**config.mk**
```make
export PLATFORM = sky130hd
export DESIGN_NAME = feac_rx_validator
export DESIGN_NICKNAME = d
export VERILOG_FILES = /design/src/rtl/feac_rx_validator.sv
export SDC_FILE = /design/constraint.sdc
export NUM_CORES = 1
export LEC_CHECK = 0
export BUFFER_PORTS_ARGS = -buffer_cell sky130_fd_sc_hd__clkbuf_2
export CAP_MARGIN = 20
export CELL_PAD_IN_SITES_DETAIL_PLACEMENT = 0
export CELL_PAD_IN_SITES_GLOBAL_PLACEMENT = 1
export CORE_ASPECT_RATIO = 1.4
export CORE_MARGIN = 2
export CORE_UTILIZATION = 48
export CTS_CLUSTER_SIZE = 24
export DETAILED_ROUTE_END_ITERATION = 12
export PLACE_DENSITY = 0.78
export SYNTH_ARGS = -nofsm -noshare
export SYNTH_HDL_FRONTEND = slang
export SYNTH_SLANG_ARGS = --single-unit
```
**constraint.sdc**
```tcl
create_clock -name clk -period 14.48 [get_ports clk]
set_clock_uncertainty 0.05 [all_clocks]
set_input_delay 1.448 -clock clk [delete_from_list [all_inputs] [get_ports clk]]
set_output_delay 1.448 -clock clk [all_outputs]
set_load 0.02 [all_outputs]
```
**src/rtl/feac_rx_validator.sv**
```systemverilog
module feac_rx_validator #(
  parameter int CODE_W     = 6,
  parameter int WIN        = 10,
  parameter int VALID_MIN  = 8,
  parameter int REMOVE_MIN = 3
) (
  input  logic              clk,
  input  logic              rst_n,
  input  logic              cbit_mode,
  input  logic              msg_valid,
  input  logic [CODE_W-1:0] msg_code,
  input  logic              reg_wr,
  input  logic              reg_rd,
  input  logic              reg_addr,
  input  logic [CODE_W+1:0] reg_wdata,
  output logic [CODE_W+1:0] reg_rdata,
  output logic              irq
);
  localparam int CW = $clog2(WIN + 1);

  logic [CODE_W-1:0] hist [WIN];
  logic [WIN-1:0]    hvld;
  logic [CODE_W-1:0] held_code;
  logic              held_vld, st_v, st_r, en_v, en_r;
  logic [CW-1:0]     n_match, n_diff;
  logic              validate, remove, rd_ctrl;

  always_comb begin
    n_match = CW'(1);
    n_diff  = CW'(msg_code != held_code);
    for (int i = 0; i < WIN - 1; i++) begin
      if (hvld[i]) begin
        n_match = n_match + CW'(hist[i] == msg_code);
        n_diff  = n_diff + CW'(hist[i] != held_code);
      end
    end
  end

  assign validate = cbit_mode && msg_valid && !held_vld && n_match >= CW'(VALID_MIN);
  assign remove   = cbit_mode && msg_valid && held_vld && n_diff >= CW'(REMOVE_MIN);
  assign rd_ctrl  = reg_rd && reg_addr;

  always_ff @(posedge clk) begin
    if (!rst_n) begin
      for (int i = 0; i < WIN; i++) hist[i] <= '0;
      hvld      <= '0;
      held_code <= '1;
      held_vld  <= 1'b0;
      st_v      <= 1'b0;
      st_r      <= 1'b0;
      en_v      <= 1'b0;
      en_r      <= 1'b0;
    end else begin
      if (reg_wr && reg_addr) begin
        en_v <= reg_wdata[1];
        en_r <= reg_wdata[3];
      end
      if (!cbit_mode) begin
        hvld      <= '0;
        held_code <= '0;
        held_vld  <= 1'b0;
        st_v      <= 1'b0;
        st_r      <= 1'b0;
      end else begin
        if (msg_valid) begin
          hist[0] <= msg_code;
          for (int i = 1; i < WIN; i++) hist[i] <= hist[i-1];
          hvld <= {hvld[WIN-2:0], 1'b1};
        end
        if (validate) begin
          held_code <= msg_code;
          held_vld  <= 1'b1;
        end
        if (remove) begin
          held_code <= '0;
          held_vld  <= 1'b0;
        end
        st_v <= validate || (st_v && !rd_ctrl);
        st_r <= remove || (st_r && !rd_ctrl);
      end
    end
  end

  assign irq = (st_v && en_v) || (st_r && en_r);
  assign reg_rdata = reg_addr ? {{(CODE_W-3){1'b0}}, held_vld, en_r, st_r, en_v, st_v}
                              : {1'b0, held_code, 1'b0};
endmodule

```
* Word-level counts from Yosys, hierarchy flattened *
Memory sizes are Yosys's and may differ from the RTL's.
Cells that the tools add are included.

word-level totals
  flip-flop bits (word level) = 20
  RAM bits = 60
  bits of input ports = 21
  output and inout port bits = 9
  memories kept = 1

cells by class
  $add $sub $neg = 18
  order comparisons = 2
  equal/unequal tests = 20
  mux-type cells = 37
  bitwise operators = 12
  reduce and logical (&&, ||, !) cells = 18

memory list
  memory  depth  width  read ports  clocked after Yosys merged registers in  wr ports  RTL line  source
  hist    10     6      9           0                                        10        21        logic [CODE_W-1:0] hist [WIN];

operator list
  cell                                                                     number
  6-bit two-way mux                                                        13
  4-bit by 1-bit adder with 4-bit output                                   16
  4-bit two-way mux                                                        16
  6-bit inequality test                                                    10
  6-bit == test                                                            9
  1-bit logical AND                                                        11
  1-bit bitwise OR                                                         10
  7-bit two-way mux                                                        1
  1-bit two-way mux                                                        5
  4-bit by 2-bit >= comparator with 1-bit output, second input constant    1
  4-bit >= comparator, second input constant                               1
  2-bit two-way mux                                                        2
  1-bit logical OR                                                         3
  3-bit by 1-bit inequality test with 1-bit output, second input constant  1
  3-bit OR reduction                                                       1
  1-bit by 1-bit adder with 2-bit output                                   1
  1-bit by 1-bit adder with 2-bit output, first input constant             1
  1-bit zero test                                                          2
  1-bit NOT                                                                2
  2-bit AND reduction                                                      1

* Depth between registers and ports, before layout *
An unclocked memory read counts as a cell.

  word-level depth = 25
  depth in mapped cells = 36

* Worst setup path before layout *
OpenSTA, ideal clock, no wires.

  path kind = input to register
  start point = input msg_code[0]
  end point = register held_code[0]
  library setup time = 0.129 ns
  arrival = 8.303 ns
  data required time = 14.301 ns
  path slack = 5.997 ns
  stages on the path = 30
  path through = buf_1 > xor2_1 > nor4_1 > nand2_1 > ha_1 > or2b_1 > o21a_1 > ha_1 > mux2i_1 > a31oi_1 > ha_1 > mux2_2 > ha_1 > inv_1 > a21oi_1 > ha_1 > a221o_1 > ha_1 > mux2_2 > ha_1 > mux2_2 > ha_1 > a32oi_1 > mux2i_1 > mux4_2 > mux2i_4 > xnor3_1 > and3_4 > o21ai_2 > o31ai_1

between the ends
  word-level cells in the longest chain between the ends = 23

ends and longest elaborated chain
  element                                         RTL line  source
  from (decl)                                     11        input logic [CODE_W-1:0] msg_code,
  6-bit inequality test                           30        n_diff = CW'(msg_code != held_code);
  1-bit by 1-bit adder with 2-bit output          34        n_diff = n_diff + CW'(hist[i] != held_code);
  2-bit two-way mux                               32        if (hvld[i]) begin
  4-bit by 1-bit adder with 4-bit output          34
  4-bit two-way mux                               32
  4-bit by 1-bit adder with 4-bit output          34
  4-bit two-way mux                               32
  4-bit by 1-bit adder with 4-bit output          34
  (+7 left out)                                   -
  4-bit by 1-bit adder with 4-bit output          34
  4-bit two-way mux                               32
  4-bit by 1-bit adder with 4-bit output          34
  4-bit two-way mux                               32
  4-bit by 2-bit >= comparator with 1-bit output  40        assign remove = cbit_mode && msg_valid && held_vld && n_diff >= CW'(REMOVE_MIN);
  1-bit logical AND                               40
  6-bit two-way mux                               74        if (remove) begin
  6-bit two-way mux                               58        if (!cbit_mode) begin
  to (signal assigned)                            71        held_code <= msg_code;
  to (decl)                                       23        logic [CODE_W-1:0] held_code;

Parallel ways exist; a longest one is shown, timed or not. The select of a mux whose other input is x is not followed.
A chain may end at the register's enable or synchronous reset.

* Final worst setup path *
  start point = input msg_code[4]
  end point = register held_code[5]

Same word-level chain as after synthesis.

==> results.txt <==
The number of setup buffers added after CTS is 0. The synthesized-area fraction occupied by ao, oa, aoi and oai cells is 0.0789. The placed instances occupy a cell area of 6110 sq um. The number of port buffers came out at 22. The number of diodes added for antenna fixing came out at 0. The count of pins over their slew limit came to 0.

STA classifies the critical path endpoint as a flop. The deepest level of the CTS H-tree came out at 3. At the worst endpoint, the arrival time is 9.14 ns. STA classifies the critical path startpoint as an input port.

The largest total area in the synthesized netlist belongs to sky130_fd_sc_hd__edfxtp_1. When the netlist entered floorplanning its net count stood at 663. Wires add up to 13.1 mm. The floorplan core area is 11,900 sq um. The final clock period utilization by the worst path is 0.620.

The tightest min-delay check is of the reg2reg type. The die width is 97.7 microns. The post-synthesis average cell area is 9.67 sq um.

The largest individual stage delay along the critical path comes from the cell sky130_fd_sc_hd__mux4_2. The routed via count divided by cell count is 5.59. For this design the static power due to leakage is 0.00244 uW. The total iterations of the first detailed-routing run is 4. At the end of the flow, the number of nets in the layout was 671. The wire length of the first global-routing pass is 22.3 mm. The area enclosed by the die boundary came out at 13,200 sq um.

The critical-path maximum fanout came out at 12. The share of the yosys chip area belonging to registers came out at 0.343. The placed wire-length estimate after detailed placement is 9.42 mm. Clock tree synthesis selected as its root buffer the cell sky130_fd_sc_hd__clkbuf_16.

The endpoint required time on the critical path came out at 14.64 ns. Post-CTS repair changed the size of 0 cells. Of the total synthesized cell area, the portion taken by AND, OR, NAND and NOR gates is 0.210. The post-route standard cell area excluding fillers is 6390 sq um. The sum of negative setup slack is 0 ns. The detailed router used layers up to and including met4. In the synthesized netlist the dominant register cell turns out to be sky130_fd_sc_hd__edfxtp_1. The area share of fa/ha/maj cells after synthesis came out at 0.0679.

The clock buffer count from CTS is 9. The max-cap violation count came out at 0. Clock-pin slew was measured on the worst setup and hold paths at 0.06 ns. The number of antenna violations at the first check in global routing is 0.

The worst supply voltage drop on vdd is 0.0649 mV. The residual overflow from global routing is 0. The number of nets with antenna violations after detailed routing is 0. The starting density of the core is 0.494.

The total instance count after detailed placement is 754. The async set-or-reset flop fraction in the synthesized netlist came out at 0. The number of global-route vias before repair is 4,363. The detailed router placed 4,305 vias in this run.

The clock insertion delay at the later pin of the skew report came out at 0.34 ns. After synthesis the cells add up to 5900 sq um. The run finished with clean final reports. The number of enable-type register cells in the synthesized netlist came out at 54. The share of synthesized area spent on multiplexers came out at 0.0526. After synthesis, the largest family of logic cells by area is XOR/XNOR gates. The headroom to the max-slew limit came out at 0.487.

TritonCTS built the clock tree. The peak per-stage delay on the critical path is 0.51 ns. The maximum clock rate came out at 111 MHz. The count of non-filler cells in the finished layout is 770.

The layout cell share with drive strength beyond 1 came out at 0.120. By area the synthesized netlist is led by sky130_fd_sc_hd__edfxtp_1, sky130_fd_sc_hd__xor2_1, sky130_fd_sc_hd__xnor2_1, sky130_fd_sc_hd__and2_1, sky130_fd_sc_hd__dfxtp_1. Counting stages on the worst path, the most repeated cell is sky130_fd_sc_hd__ha_1. For this design the ratio of total power to cell area is 86.4 nW/um^2.

The synthesis-stage register bit count is 74. The count of yosys warnings during synthesis came out at 0. The portion of synthesized cell area occupied by the leading cell type came out at 0.275. The final hold violation count came to 0. The violation count after the first detailed-route iteration is 197. The synthesized netlist contains 64 unique library cells. The number of instances in the synthesized netlist came out at 610. The number of hold buffers added after CTS is 0. The routability congestion estimate from global placement came out at 0.822. 30 I/O pins were placed. The final setup violation count is 0. The clock tree buffer depth is 2. The number of sinks driven by the clock tree is 74. The layout overhead on the synthesized area is 8.42%. The height of the die is 135 microns. After detailed routing, the wire length on met1 is 6.17 mm. Entering global routing, the biggest net connects 55 pins. The time the worst path needs with I/O delays and setup came out at 8.98 ns. The number of remaining DRC errors came out at 0.

The routed wire length on met2 came out at 6.54 mm. The row count is 47. The critical path is of the in2reg type. The transition time at the pin with the least slew margin came out at 0.768 ns. The met3 routed wirelength is 311 microns. The fill cell instance count of the final layout came out at 1,075. Setup repair after global routing left no endpoint under its margin. Of the total synthesized cell area, the portion taken by XOR and XNOR cells is 0.213.

After detailed routing, the average wire length per cell comes to 17.1 microns. For this run, the total global-route usage over all layers was measured as 0.212.
-- cells by family (layout without fill, tap and decap cells) --
family | count (synthesis) | after routing
other cells | 1 | 1
xor+xnor | 136 | 136
compound gates | 66 | 66
fa+ha+maj | 32 | 32
simple gates | 226 | 226
mux | 27 | 27
flops | 74 | 74
buf+inv | 48 | 61
-- final timing paths --
check,from,end,slack [ns],depth (start not counted)
min reg2reg,st_v$_SDFF_PN0_,st_v$_SDFF_PN0_,0.44,2
min,st_v$_SDFF_PN0_,st_v$_SDFF_PN0_,0.44,2
max,msg_code[4],held_code[5]$_SDFFE_PN1P_,5.50,30
max reg2reg,held_code[4]$_SDFFE_PN1P_,held_code[5]$_SDFFE_PN1P_,6.19,29
-- flip-flops by register name (all words and copies together) (netlist names) --
signal	count
en_r	1
st_v	1
en_v	1
hist	54
st_r	1
held_code	6
held_vld	1
hvld	9
-- synthesized netlist by cell type (3+ instances only) --
library cell / n
sky130_fd_sc_hd__and2_1: 69
sky130_fd_sc_hd__xor2_1: 68
sky130_fd_sc_hd__xnor2_1: 62
sky130_fd_sc_hd__edfxtp_1: 54
sky130_fd_sc_hd__nand2_1: 44
sky130_fd_sc_hd__ha_1: 32
sky130_fd_sc_hd__nor2_1: 26
sky130_fd_sc_hd__nand3_1: 21
sky130_fd_sc_hd__dfxtp_1: 20
sky130_fd_sc_hd__inv_1: 16
sky130_fd_sc_hd__nand4_1: 14
sky130_fd_sc_hd__o21ai_0: 14
sky130_fd_sc_hd__a21oi_1: 13
sky130_fd_sc_hd__clkbuf_1: 13
sky130_fd_sc_hd__mux2i_1: 13
sky130_fd_sc_hd__nor3_1: 13
sky130_fd_sc_hd__mux2_2: 11
sky130_fd_sc_hd__nor4_1: 11
sky130_fd_sc_hd__buf_1: 10
sky130_fd_sc_hd__a311oi_1: 7
sky130_fd_sc_hd__buf_2: 6
sky130_fd_sc_hd__o31ai_1: 6
sky130_fd_sc_hd__and3_1: 5
sky130_fd_sc_hd__o21a_1: 5
sky130_fd_sc_hd__nor2b_1: 4
sky130_fd_sc_hd__o211ai_1: 4
sky130_fd_sc_hd__nor3b_1: 3
-- stage by stage --
step	utilization	power [uW]	setup WS, ns	hold slack [ns]
after floorplan	-	313	6.00	0.395
after global placement	0.512	333	5.21	0.414
after detailed placement	0.512	335	5.14	0.419
after CTS	0.536	558	5.47	0.433
after global routing	0.536	575	4.85	0.456
final	0.536	553	5.50	0.435
-- power breakdown --
part | internal, uW | switching (uW) | leakage (uW)
logic | 34.3 | 46.1 | 0.00156
clock network | 133 | 88.8 | 0.000136
registers | 238 | 12.0 | 0.000738
total | 406 | 147 | 0.00244
-- per-layer routing --
| layer | global-route usage | vias up |
|---|---|---|
| met2 | 0.366 | 49 |
| met3 | 0.0248 | 6 |
| met1 | 0.281 | 2109 |
| li1 | - | 2141 |
| met4 | 0.0648 | 0 |
| met5 | 0 | - |
-- critical path, delay by kind of cell --
family	cells	cell delay, ns
simple gates	4	0.98
fa+ha+maj	8	2.24
xor+xnor	2	0.58
compound gates	7	1.77
mux	7	1.76
buf+inv	2	0.36
-- cell usage in the layout (no fill, tap or decap), types with 14 or more instances in the layout --
cell type,count
sky130_fd_sc_hd__o21ai_0,14
sky130_fd_sc_hd__nand2_1,43
sky130_fd_sc_hd__nand3_1,21
sky130_fd_sc_hd__ha_1,32
sky130_fd_sc_hd__clkbuf_2,22
sky130_fd_sc_hd__xor2_1,68
sky130_fd_sc_hd__inv_1,16
sky130_fd_sc_hd__and2_1,69
sky130_fd_sc_hd__nand4_1,14
sky130_fd_sc_hd__dfxtp_1,20
sky130_fd_sc_hd__xnor2_1,62
sky130_fd_sc_hd__nor2_1,25
sky130_fd_sc_hd__edfxtp_1,54
-- cell type report --
cell class	count	area, sq um	share of cell area
flip-flops and latches	74	2020	0.316
clock inverters	5	55.1	0.00861
well taps	147	184	0.0288
inverters	16	60.1	0.00939
repair buffers	29	163	0.0254
clock buffers	11	233	0.0364
multi-input cells	488	3680	0.575
No activity file was read; power rests on OpenSTA's default activity.
